**config.mk**
```make
export PLATFORM = sky130hd
export DESIGN_NAME = pwr_sequencer
export DESIGN_NICKNAME = d
export VERILOG_FILES = /design/src/rtl/pwrseq_pkg.sv /design/src/rtl/pwrseq_timer.sv /design/src/rtl/pwrseq_script.sv /design/src/rtl/pwr_sequencer.sv
export SDC_FILE = /design/constraint.sdc
export NUM_CORES = 1
export LEC_CHECK = 0
export BUFFER_PORTS_ARGS = -buffer_cell sky130_fd_sc_hd__buf_2
export CORE_MARGIN = 1.5
export CORE_UTILIZATION = 30
export DETAILED_ROUTE_END_ITERATION = 6
export SETUP_SLACK_MARGIN = 0.02
export SLEW_MARGIN = 20
export SYNTH_ARGS = -nofsm -noshare
export SYNTH_HDL_FRONTEND = slang
export SYNTH_HIERARCHICAL = 1
export SYNTH_SLANG_ARGS = --single-unit
```
**constraint.sdc**
```tcl
create_clock -name clk -period 8.84 [get_ports clk]
set_clock_uncertainty 0.2 [all_clocks]
set_input_delay 1.326 -clock clk [delete_from_list [all_inputs] [get_ports clk]]
set_output_delay 1.326 -clock clk [all_outputs]
set_load 0.01 [all_outputs]
```
**src/rtl/pwrseq_pkg.sv**
```systemverilog
package pwrseq_pkg;

  localparam int IDX_W    = 4;
  localparam int MUTE_BIT = 2;

  typedef enum logic [1:0] {WT_NONE, WT_PLL, WT_RISE, WT_FALL} wait_e;

  typedef struct packed {
    logic [7:0] addr;
    logic [7:0] data;
    wait_e      hold;
    logic       last;
  } step_t;

  localparam logic [7:0] AMP_ON   = 8'h63;
  localparam logic [7:0] AMP_PLAY = AMP_ON | 8'(1 << MUTE_BIT);

  function automatic step_t mk_step(input logic [7:0] a, input logic [7:0] d,
                                    input wait_e w, input logic l);
    step_t s;
    s.addr = a;
    s.data = d;
    s.hold = w;
    s.last = l;
    return s;
  endfunction

endpackage

```
**src/rtl/pwrseq_timer.sv**
```systemverilog
module pwrseq_timer #(
  parameter int CNT_W = 8
) (
  input  logic             clk,
  input  logic             rst_n,
  input  logic             load,
  input  logic [CNT_W-1:0] load_val,
  output logic             expired
);

  logic [CNT_W-1:0] cnt_q, cnt_d;
  logic             cnt_en;

  assign cnt_en = load || (cnt_q != '0);

  always_comb begin
    cnt_d = cnt_q;
    if (load)
      cnt_d = load_val;
    else if (cnt_q != '0)
      cnt_d = cnt_q - CNT_W'(1);
  end

  always_ff @(posedge clk or negedge rst_n) begin
    if (!rst_n)
      cnt_q <= '0;
    else if (cnt_en)
      cnt_q <= cnt_d;
  end

  assign expired = (cnt_q == '0);

  // a running wait drains one step per cycle and never skips ahead
  p_count_r4: assert property (@(posedge clk) disable iff (!rst_n)
    (!load && !expired) |=> (cnt_q == $past(cnt_q) - CNT_W'(1)));

endmodule

```
**src/rtl/pwrseq_script.sv**
```systemverilog
module pwrseq_script
  import pwrseq_pkg::*;
(
  input  logic             dir_down,
  input  logic [IDX_W-1:0] idx,
  output step_t            step
);

  always_comb begin
    step = mk_step(8'h00, 8'h00, WT_NONE, 1'b1);
    if (!dir_down) begin
      case (idx)
        4'd0: step = mk_step(8'h01, 8'hF4, WT_PLL,  1'b0);
        4'd1: step = mk_step(8'h08, 8'hA5, WT_NONE, 1'b0);
        4'd2: step = mk_step(8'h0B, 8'h01, WT_NONE, 1'b0);
        4'd3: step = mk_step(8'h0C, 8'h01, WT_NONE, 1'b0);
        4'd4: step = mk_step(8'h18, 8'h0A, WT_NONE, 1'b0);
        4'd5: step = mk_step(8'h1A, 8'h28, WT_NONE, 1'b0);
        4'd6: step = mk_step(8'h1B, 8'h28, WT_NONE, 1'b0);
        4'd7: step = mk_step(8'h00, 8'hC1, WT_NONE, 1'b0);
        4'd8: step = mk_step(8'h10, AMP_ON,   WT_NONE, 1'b0);
        4'd9: step = mk_step(8'h10, AMP_PLAY, WT_RISE, 1'b1);
        default: step = mk_step(8'h00, 8'h00, WT_NONE, 1'b1);
      endcase
    end else begin
      case (idx)
        4'd0: step = mk_step(8'h10, AMP_ON, WT_FALL, 1'b0);
        4'd1: step = mk_step(8'h10, 8'h00, WT_NONE, 1'b0);
        4'd2: step = mk_step(8'h00, 8'h01, WT_NONE, 1'b0);
        4'd3: step = mk_step(8'h18, 8'h02, WT_NONE, 1'b0);
        4'd4: step = mk_step(8'h0B, 8'h00, WT_NONE, 1'b0);
        4'd5: step = mk_step(8'h0C, 8'h00, WT_NONE, 1'b1);
        default: step = mk_step(8'h00, 8'h00, WT_NONE, 1'b1);
      endcase
    end
  end

endmodule

```
**src/rtl/pwr_sequencer.sv**
```systemverilog
module pwr_sequencer
  import pwrseq_pkg::*;
#(
  parameter int unsigned PLL_CYC  = 240000,
  parameter int unsigned RISE_CYC = 3000000,
  parameter int unsigned FALL_CYC = 3000000
) (
  input  logic       clk,
  input  logic       rst_n,
  input  logic       clk_ready,
  input  logic       start_cmd,
  input  logic       stop_cmd,
  output logic       wr_valid,
  input  logic       wr_ready,
  output logic [7:0] wr_addr,
  output logic [7:0] wr_data,
  output logic       busy,
  output logic       playing,
  output logic       done
);

  localparam int unsigned FALL_HOLD = 2 * FALL_CYC;
  localparam int unsigned MAX_AB    = (PLL_CYC > RISE_CYC) ? PLL_CYC : RISE_CYC;
  localparam int unsigned MAX_WAIT  = (MAX_AB > FALL_HOLD) ? MAX_AB : FALL_HOLD;
  localparam int          CNT_W     = $clog2(MAX_WAIT + 1);

  typedef enum logic [1:0] {S_IDLE, S_WRITE, S_WAIT, S_PLAY} st_e;

  st_e              st_q, st_d;
  logic             dir_q, dir_d;
  logic [IDX_W-1:0] idx_q, idx_d;
  logic             done_q, done_d;
  logic             tmr_load, tmr_exp;
  logic [CNT_W-1:0] tmr_val;
  step_t            step;

  pwrseq_script u_script (
    .dir_down (dir_q),
    .idx      (idx_q),
    .step     (step)
  );

  pwrseq_timer #(.CNT_W(CNT_W)) u_timer (
    .clk      (clk),
    .rst_n    (rst_n),
    .load     (tmr_load),
    .load_val (tmr_val),
    .expired  (tmr_exp)
  );

  always_comb begin
    case (step.hold)
      WT_PLL:  tmr_val = CNT_W'(PLL_CYC - 1);
      WT_RISE: tmr_val = CNT_W'(RISE_CYC - 1);
      WT_FALL: tmr_val = CNT_W'(FALL_HOLD - 1);
      default: tmr_val = '0;
    endcase
  end

  always_comb begin
    st_d     = st_q;
    dir_d    = dir_q;
    idx_d    = idx_q;
    done_d   = 1'b0;
    tmr_load = 1'b0;
    case (st_q)
      S_IDLE: begin
        if (start_cmd && clk_ready) begin
          st_d  = S_WRITE;
          dir_d = 1'b0;
          idx_d = '0;
        end
      end
      S_WRITE: begin
        if (wr_ready) begin
          if (step.hold != WT_NONE) begin
            st_d     = S_WAIT;
            tmr_load = 1'b1;
          end else if (step.last) begin
            st_d   = S_IDLE;
            done_d = 1'b1;
          end else begin
            idx_d = idx_q + IDX_W'(1);
          end
        end
      end
      S_WAIT: begin
        if (tmr_exp) begin
          if (step.last) begin
            st_d   = S_PLAY;
            done_d = 1'b1;
          end else begin
            st_d  = S_WRITE;
            idx_d = idx_q + IDX_W'(1);
          end
        end
      end
      S_PLAY: begin
        if (stop_cmd) begin
          st_d  = S_WRITE;
          dir_d = 1'b1;
          idx_d = '0;
        end
      end
      default: st_d = S_IDLE;
    endcase
  end

  always_ff @(posedge clk or negedge rst_n) begin
    if (!rst_n) begin
      st_q   <= S_IDLE;
      dir_q  <= 1'b0;
      idx_q  <= '0;
      done_q <= 1'b0;
    end else begin
      st_q   <= st_d;
      dir_q  <= dir_d;
      idx_q  <= idx_d;
      done_q <= done_d;
    end
  end

  assign wr_valid = (st_q == S_WRITE);
  assign wr_addr  = step.addr;
  assign wr_data  = step.data;
  assign busy     = (st_q == S_WRITE) || (st_q == S_WAIT);
  assign playing  = (st_q == S_PLAY);
  assign done     = done_q;

  // an offered write stays put until it is taken
  p_hold_r5: assert property (@(posedge clk) disable iff (!rst_n)
    (wr_valid && !wr_ready) |=> (wr_valid && $stable(wr_addr) && $stable(wr_data)));

  // done lasts a single cycle
  p_done_pulse_r10: assert property (@(posedge clk) disable iff (!rst_n)
    done |=> !done);

  // in-flight and playing are exclusive
  p_excl_r11: assert property (@(posedge clk) disable iff (!rst_n)
    !(busy && playing));

  // a bring-up only begins when clocks were ready
  p_start_r2: assert property (@(posedge clk) disable iff (!rst_n)
    ($rose(busy) && !$past(playing)) |-> $past(clk_ready));

  // leaving playback needs a stop command
  p_stop_r7: assert property (@(posedge clk) disable iff (!rst_n)
    $fell(playing) |-> $past(stop_cmd));

endmodule

```
; Word-level counts from Yosys, hierarchy flattened
; Memory sizes are Yosys's and may differ from the RTL's.
; Index checks and enable logic that the tools add are counted.
; Widths: inputs -> output; s select.
[word_totals]
output_inout_bits = 20
input_bits = 6
register_bits = 31
n_memories = 1
elab_cells = 70
rom_bits = 256
[op_classes]
reduce_logical = 14
n_addsub = 2
n_eq_ne = 17
muxes = 31
[memory_table]
columns = name, depth, word_bits, read_ports, rd_ports_with_merged_regs, wr, line_no
row1 = (no name shown), 16, 16, 1, 0, 0, pwrseq_script.sv:12  ; case (idx)
[ops]
columns = operator, count
row1 = $pmux 16 s6, 1
row2 = $pmux 23 s3, 1
row3 = $mux 23, 2
row4 = $mux 4, 6
row5 = $logic_not 23->1, 1
row6 = $reduce_bool 23->1, 1
row7 = $sub 23x1->23 const B, 1
row8 = $mux 19, 1
row9 = $pmux 4 s4, 1
row10 = $mux 2, 7
row11 = $reduce_and 5->1, 2
row12 = $mux 1, 9
row13 = $eq 2x2->1 const B, 4
row14 = $eq 4x2->1 const B, 2
row15 = $eq 4x3->1 const B, 2
row16 = $ne 2x2->1 const B, 4
row17 = $pmux 2 s4, 1
row18 = $reduce_bool 2->1, 3
row19 = $add 4x1->4 const B, 1
row20 = $eq 2x1->1 const B, 2
row21 = $eq 4x1->1 const B, 1
row22 = $logic_not 4->1, 1
row23 = $pmux 1 s2, 2
row24 = $ne 3x1->1 const B, 1
row25 = other kinds (6), 7

; Longest topological paths before layout
; Gate-level depths: netlist of run 1.
[logic_depth]
ltp_word = 9
mapped_depth = 12
depth_no_buf = 10

; By module
; The synthesis of run 1 kept the hierarchy.
[modules_own_cells]
columns = module, instances, area_each_um2, cells_per_inst, seq_area_each_um2
row1 = pwrseq_timer, 1, 1258.7, 138, 575.6
row2 = pwr_sequencer, 1, 561.8, 60, 200.2
row3 = pwrseq_script, 1, 457.9, 69, 0.0

; Worst setup path before layout of run 1
; OpenSTA, ideal clock, no wires.
[synth_timing]
path_kind = register to output
from = register idx_q[1]
to = output wr_addr[3]
setup_slack_ps = 5801
t_arrival_ps = 1513
required_ps = 7314
n_path_buf = 1
stages_incl_launch_ff = 7
path_cell_list = dfrtp_1 inv_1 ha_1 buf_2 nor2_1 mux4_2 nor2_1
[synth_via]
elab_chain_len = 3
elab_cells_between_ends = 9
classes_between = eq/ne (5) / mux (2) / reduce/logical (1) / memory (1)
[synth_rtl]
columns = element, line_no
row1 = from (decl), pwr_sequencer.sv:31  ; logic [IDX_W-1:0] idx_q, idx_d;
row2 = from (signal assigned), pwr_sequencer.sv:118  ; idx_q <= idx_d;
row3 = branches (longest 2 deep; another with $mem_v2 16x16), -
row4 = $mux 19 *, pwrseq_script.sv:11  ; if (!dir_down) begin
row5 = to (decl), pwr_sequencer.sv:15  ; output logic [7:0] wr_addr,
; Mark *: on every way between the ends.

==> results of run 1 <==
-- stage by stage --
stage                     instance area [µm²]  hold WS (ps)
after detailed placement                 2430           341
final                                    2550           348
after CTS                                2550           350
after global routing                     2550           390
after floorplan                          2290           303
after global placement                   2430           349
-- sequential cells by signal, indices dropped and copies added, names as in the netlist --
signal and count:
st_q 2, done 1, u_timer/cnt_q 23, dir_q 1, idx_q 4
-- worst paths after layout --
kind                                               startpoint                       endpoint  slack (ps)  cells after the start
worst max register to register           idx_q[1]$_DFFE_PN0P_  u_timer/cnt_q[21]$_DFFE_PN0P_        5140                     10
min in group asynchronous                               rst_n  u_timer/cnt_q[13]$_DFFE_PN0P_         890                      1
worst min register to register  u_timer/cnt_q[22]$_DFFE_PN0P_  u_timer/cnt_q[22]$_DFFE_PN0P_         350                      2
max in group asynchronous                               rst_n            st_q[0]$_DFFE_PN0P_        7080                      1
worst max-delay path                     idx_q[1]$_DFFE_PN0P_  u_timer/cnt_q[21]$_DFFE_PN0P_        5140                     10
worst min-delay path            u_timer/cnt_q[22]$_DFFE_PN0P_  u_timer/cnt_q[22]$_DFFE_PN0P_         350                      2
-- power breakdown --
group	internal [mW]	total, mW	switching, mW	leakage, nW
Clock	0.0912	0.146	0.0553	0.0612
Combinational	0.000793	0.00488	0.00409	0.630
Sequential	0.142	0.142	0	0.320
-- cell type report --
| type | instances | area share [%] |
|---|---|---|
| clock buffers | 6 | 3.24 |
| flip-flops and latches | 31 | 30.4 |
| inverters | 13 | 1.91 |
| clock inverters | 2 | 1.37 |
| multi-input cells | 210 | 53.9 |
| well taps | 99 | 4.85 |
| repair buffers | 22 | 4.31 |
-- routing by layer --
| metal | track usage [%] | share of wire, % | vias to the layer above |
|---|---|---|---|
| met5 | 0 | 0 | - |
| met4 | 2.65 | 0.52 | 0 |
| li1 | - | - | 960 |
| met3 | 2.62 | 2.8 | 4 |
| met2 | 20.8 | 46 | 30 |
| met1 | 17.7 | 51 | 917 |
-- cells in the mapped netlist (2+ instances only) --
cell / count / area share [%]
o21ai_0: 23 / 5.1
a211oi_1: 3 / 0.99
clkbuf_1: 5 / 0.82
o21ai_1: 4 / 0.88
o31ai_1: 5 / 1.6
nand3b_1: 3 / 0.99
nor2b_1: 3 / 0.82
and2_1: 2 / 0.55
a21oi_1: 9 / 2.0
buf_4: 4 / 1.3
and3b_1: 2 / 0.77
nor4b_1: 2 / 0.77
ha_1: 11 / 6.0
or2_2: 3 / 0.82
or2b_1: 2 / 0.66
nand2_1: 34 / 5.6
xnor2_1: 15 / 5.8
nand2b_1: 3 / 0.82
xor2_1: 5 / 1.9
or3_1: 6 / 1.6
nor4_1: 4 / 1.1
inv_1: 12 / 2.0
dfrtp_1: 31 / 34
conb_1: 2 / 0.33
nand4_1: 2 / 0.55
buf_2: 5 / 1.1
nor2_1: 18 / 3.0
nand3_1: 7 / 1.5
nor3_1: 11 / 2.4
mux2i_1: 5 / 2.2
-- logic make-up (layout without fill, tap and decap cells) --
| logic type | count (synthesis) | count (layout) |
|---|---|---|
| buffers and inverters | 28 | 43 |
| flip-flops | 31 | 31 |
| adder cells (fa/ha/maj) | 11 | 11 |
| AND/OR/NAND/NOR | 109 | 109 |
| AO/OA/AOI/OAI | 59 | 59 |
| multiplexers | 7 | 7 |
| other | 2 | 4 |
| XOR/XNOR | 20 | 20 |
-- worst reg2reg max path: cells and delay by family (launching register included) --
| family | cells | cell delay [ps] |
|---|---|---|
| buffers and inverters | 4 | 690 |
| adder cells (fa/ha/maj) | 1 | 350 |
| AND/OR/NAND/NOR | 4 | 1710 |
| AO/OA/AOI/OAI | 1 | 140 |
| flip-flops | 1 | 500 |
==> flow_summary_export.csv, run 1 <==
group,metric,value,unit
floorplanning,ioPinCount,26,
sta,finalSetupTns,0,ps
sta,worst_pin_slew,918,ps
sta,fin_crit_sh,41.8,%
placement,portBuffers,22,
setup_path,max_stage_delay,810,ps
finish,fillers,774,
setup_path,worstPathArrival,3650,ps
yosys,synth_compound_area_share,17.6,%
sta,hold_viol_final,0,
finish,instances_no_fill,383,
detailed_routing,route.detailed.drc,0,
detailed_routing,wl,4.99,mm
sta,fmax,0.270,GHz
power_and_ir_drop,leakagePower,1.01,nW
placement,hpwl,3.62,mm
clock_network,clock-sinks,31,
clock_network,holdBufCountCts,0,
yosys,synth_seq_cells,31,
detailed_routing,dr.pass1.iters,4,
floorplanning,start_util,31.2,%
detailed_routing,drt_iter0_markers,84,
sta,slew_viol_final,0,
clock_network,cts_max_level,2,
floorplanning,die_x,90.2,µm
clock_network,cts_tree,"done",
floorplanning,die-area,8130,µm²
finish,ff_latch_area,776,µm²
clock_network,path_clk_slew,70,ps
detailed_routing,wl_per_cell,13.0,µm
yosys,muxShareOfSynthArea,3.68,%
yosys,ys.flop_type,"dfrtp_1",
grt,track_usage,12.9,%
finish,final_common_cell,"nand2_1",
setup_path,crit_chain,"inv_1 > ha_1 > inv_1 > or3_1 > inv_1 > nor2_1 > inv_1 > and3_1 > or2_2 > o21ai_0",
grt,grt_overflow,0,
yosys,synth_top_family_by_area,"simple AND/OR/NAND/NOR gates",
clock_network,cts_buffer_depth,2,
detailed_routing,viasPerCell,4.99,
setup_path,cp-end-kind,"flip-flop",
finish,area_growth_syn_to_layout,12.0,%
clock_network,insertion_delay,290,ps
floorplanning,rows,31,
sta,setup_viol,0,
grt,antenna_found_initial,0,
finish,n_antenna_cell,0,
placement,dpl.cell_count,375,
yosys,ys_async_sr_fraction,100,%
yosys,synth_enable_flop_cells,0,
power_and_ir_drop,ir_drop,0.0700,mV
clock_network,numCtsBuffers,5,
setup_path,path_buf_inv,4,
clock_network,post_cts_buffers,0,
sta,period_needed,3700,ps
finish,final_core_util,35.0,%
finish,fin_nets,300,
setup_path,worst_path_most_repeated_cell,"inv_1",
yosys,ys_types,56,
yosys,yosysSeqAreaShare,34.0,%
yosys,syn_avg_cell_area,8.53,µm²
floorplanning,die_h,90.2,µm
finish,multiInputGateArea,1380,µm²
yosys,yosysWarnings,6,
detailed_routing,vias,1911,
job,drv_cap,0,
setup_path,path_class,"reg -> reg",
floorplanning,core,7290,µm²
power_and_ir_drop,p_per_area,115,nW/µm²
grt,first_global_vias,1843,
clock_network,clockRootBuffer,"clkbuf_8",
grt,grt_max_degree,33,
worst_hold_path,hold_path_class,"reg -> reg",
sta,maxSlewHeadroom,38.8,%
power_and_ir_drop,power,0.293,mW
placement,dpl_worst_slack,5140,ps
finish,layout-drive-gt1-share,14.8,%
yosys,synthSimpleGateAreaFrac,24.7,%
detailed_routing,ant_nets,0,
setup_path,cp_top_family,"simple AND/OR/NAND/NOR gates",
clock_network,cts_resized,0,
grt,grt_pass1_wl,8.64,mm
setup_path,crit_slowest_cell,"and3_1",
sta,rsz0062_at_grt,"false",
yosys,synthAdderAreaFrac,6.04,%
yosys,synth_area,2280,µm²
yosys,synth_xor_area_share,7.69,%
yosys,netlist_instances,267,
setup_path,cp_max_fo,32,
finish,final_cell_mix,"34 x nand2_1, 31 x dfrtp_1, 23 x o21ai_0",
sta,fin_ws,5140,ps
outcome,outcome,"completed",
setup_path,crit_required,8800,ps
placement,gp_congestion,0.827,
setup_path,cp-start-kind,"flip-flop",
(Power assumes the default switching activity.)
==> inputs of run 2 (changes only) <==
- clock period: 8.84 -> 3.25 ns (I/O delays scaled with it)
==> flow_summary_export.csv, run 2 (synthesis results as in run 1) <==
group,metric,value,unit
sta,period_needed,2930,ps
placement,gp_congestion,0.838,
grt,grt_overflow,0,
detailed_routing,wl,5.11,mm
clock_network,insertion_delay,280,ps
sta,fin_crit_sh,90.2,%
grt,grt_max_degree,32,
clock_network,cts_max_level,2,
finish,final_common_cell,"nand2_1",
clock_network,numCtsBuffers,5,
finish,layout-drive-gt1-share,16.8,%
setup_path,path_class,"reg -> reg",
detailed_routing,drt_iter0_markers,116,
power_and_ir_drop,p_per_area,283,nW/µm²
floorplanning,die_h,90.2,µm
detailed_routing,route.detailed.drc,0,
sta,rsz0062_at_grt,"false",
setup_path,crit_start,"u_timer/cnt_q[0]$_DFFE_PN0P_",
grt,track_usage,13.5,%
sta,finalSetupTns,0,ps
placement,portBuffers,22,
clock_network,holdBufCountCts,0,
setup_path,r2r_slack,320,ps
clock_network,path_clk_slew,70,ps
grt,grt_pass1_wl,9.03,mm
power_and_ir_drop,power,0.734,mW
finish,fin_nets,308,
setup_path,crit_required,3230,ps
detailed_routing,vias,1936,
floorplanning,die-area,8130,µm²
setup_path,crit_end,"idx_q[3]$_DFFE_PN0P_",
power_and_ir_drop,ir_drop,0.186,mV
finish,reg_top3,"u_timer/cnt_q x23, idx_q x4, st_q x2",
detailed_routing,viasPerCell,4.95,
worst_hold_path,hold_path_class,"in -> async",
sta,hold_viol_final,0,
setup_path,rr_endpoint,"idx_q[3]$_DFFE_PN0P_",
setup_path,cp-end-kind,"flip-flop",
setup_path,worstPathArrival,2910,ps
finish,largest-register,"u_timer/cnt_q",
clock_network,cts_buffer_depth,2,
detailed_routing,dr.pass1.iters,4,
clock_network,cts_tree,"done",
finish,largest_reg_flops,23,
sta,maxSlewHeadroom,52.1,%
floorplanning,rows,31,
placement,hpwl,3.63,mm
clock_network,clock-sinks,31,
sta,fmax,0.341,GHz
outcome,outcome,"completed",
grt,first_global_vias,1926,
finish,n_antenna_cell,0,
setup_path,cp-start-kind,"flip-flop",
floorplanning,die_x,90.2,µm
sta,slew_viol_final,0,
setup_path,reg2reg_from,"u_timer/cnt_q[0]$_DFFE_PN0P_",
finish,area_growth_syn_to_layout,13.9,%
clock_network,cts_resized,0,
floorplanning,start_util,31.2,%
sta,worst_pin_slew,718,ps
detailed_routing,wl_per_cell,13.1,µm
power_and_ir_drop,leakagePower,1.04,nW
floorplanning,core,7290,µm²
detailed_routing,ant_nets,0,
sta,setup_viol,0,
floorplanning,ioPinCount,26,
grt,antenna_found_initial,0,
setup_path,reg2regPathDepth,9,
clock_network,post_cts_buffers,0,
job,drv_cap,0,
clock_network,clockRootBuffer,"clkbuf_8",
finish,final_cell_mix,"34 x nand2_1, 31 x dfrtp_1, 23 x o21ai_0",
setup_path,cp_max_fo,8,
==> run 2: cell count changes in the layout (fill, tap and decap cells not counted) <==
| cell | before | now |
|---|---|---|
| buf_4 | 0 | 8 |
| bufinv_16 | 1 | 0 |
| clkbuf_1 | 0 | 1 |
| clkbuf_8 | 6 | 7 |
| clkinv_2 | 1 | 0 |
==> run 2: critical path, cell delays in order (launching register included) <==
cell	delay (ps)
dfrtp_1	400
inv_1	90
ha_1	230
nor4b_1	330
nand4_1	340
nor3_4	310
nand2b_2	170
o2111ai_4	180
or2_4	310
o311ai_2	280
==> run 2: worst min-delay path by stage <==
stage / startpoint / endpoint / slack (ps) / cells past startpoint
after floorplan: rst_n / dir_q$_DFFE_PN0P_ / -8 / 0
after global placement: u_timer/cnt_q[22]$_DFFE_PN0P_ / u_timer/cnt_q[22]$_DFFE_PN0P_ / 330 / 2
after detailed placement: u_timer/cnt_q[22]$_DFFE_PN0P_ / u_timer/cnt_q[22]$_DFFE_PN0P_ / 340 / 2
after CTS: rst_n / u_timer/cnt_q[15]$_DFFE_PN0P_ / 90 / 1
after global routing: rst_n / done$_DFF_PN0_ / 120 / 1
final: rst_n / u_timer/cnt_q[16]$_DFFE_PN0P_ / 60 / 1
==> run 2: layout make-up <==
class | instances | area (µm²)
Clock buffer | 8 | 100
Sequential cell | 31 | 776
Multi-Input combinational cell | 210 | 1380
Fill cell | 781 | 4700
Tap cell | 99 | 124
Inverter | 13 | 48.8
Timing Repair Buffer | 30 | 170
==> run 2: report_power, final <==
group / switching [mW] / internal, mW
clock network: 0.142 / 0.193
logic: 0.0112 / 0.00216
registers: 0 / 0.386
total: 0.153 / 0.581
==> run 2: through the flow <==
step / std cells / setup WS [ps] / utilization (%) / instance area (µm²) / hold WS (ps)
after floorplan: 269 / 452 / - / 2290 / -8.09
after global placement: 383 / 319 / 34.2 / 2490 / 334
after detailed placement: 383 / 345 / 34.2 / 2490 / 338
after CTS: 391 / 317 / 35.6 / 2590 / 88.8
after global routing: 391 / 68.7 / 35.6 / 2590 / 123
final: 391 / 320 / 35.6 / 2590 / 62.0
==> run 2: layer usage <==
metal  global-route usage, %  up-vias  routed length (µm)
met5                       0        -                   0
met4                    3.57        0                  53
met3                    2.88        6                 129
met2                    21.5       28                2340
met1                    18.6      928                2580
li1                        -      974                   -
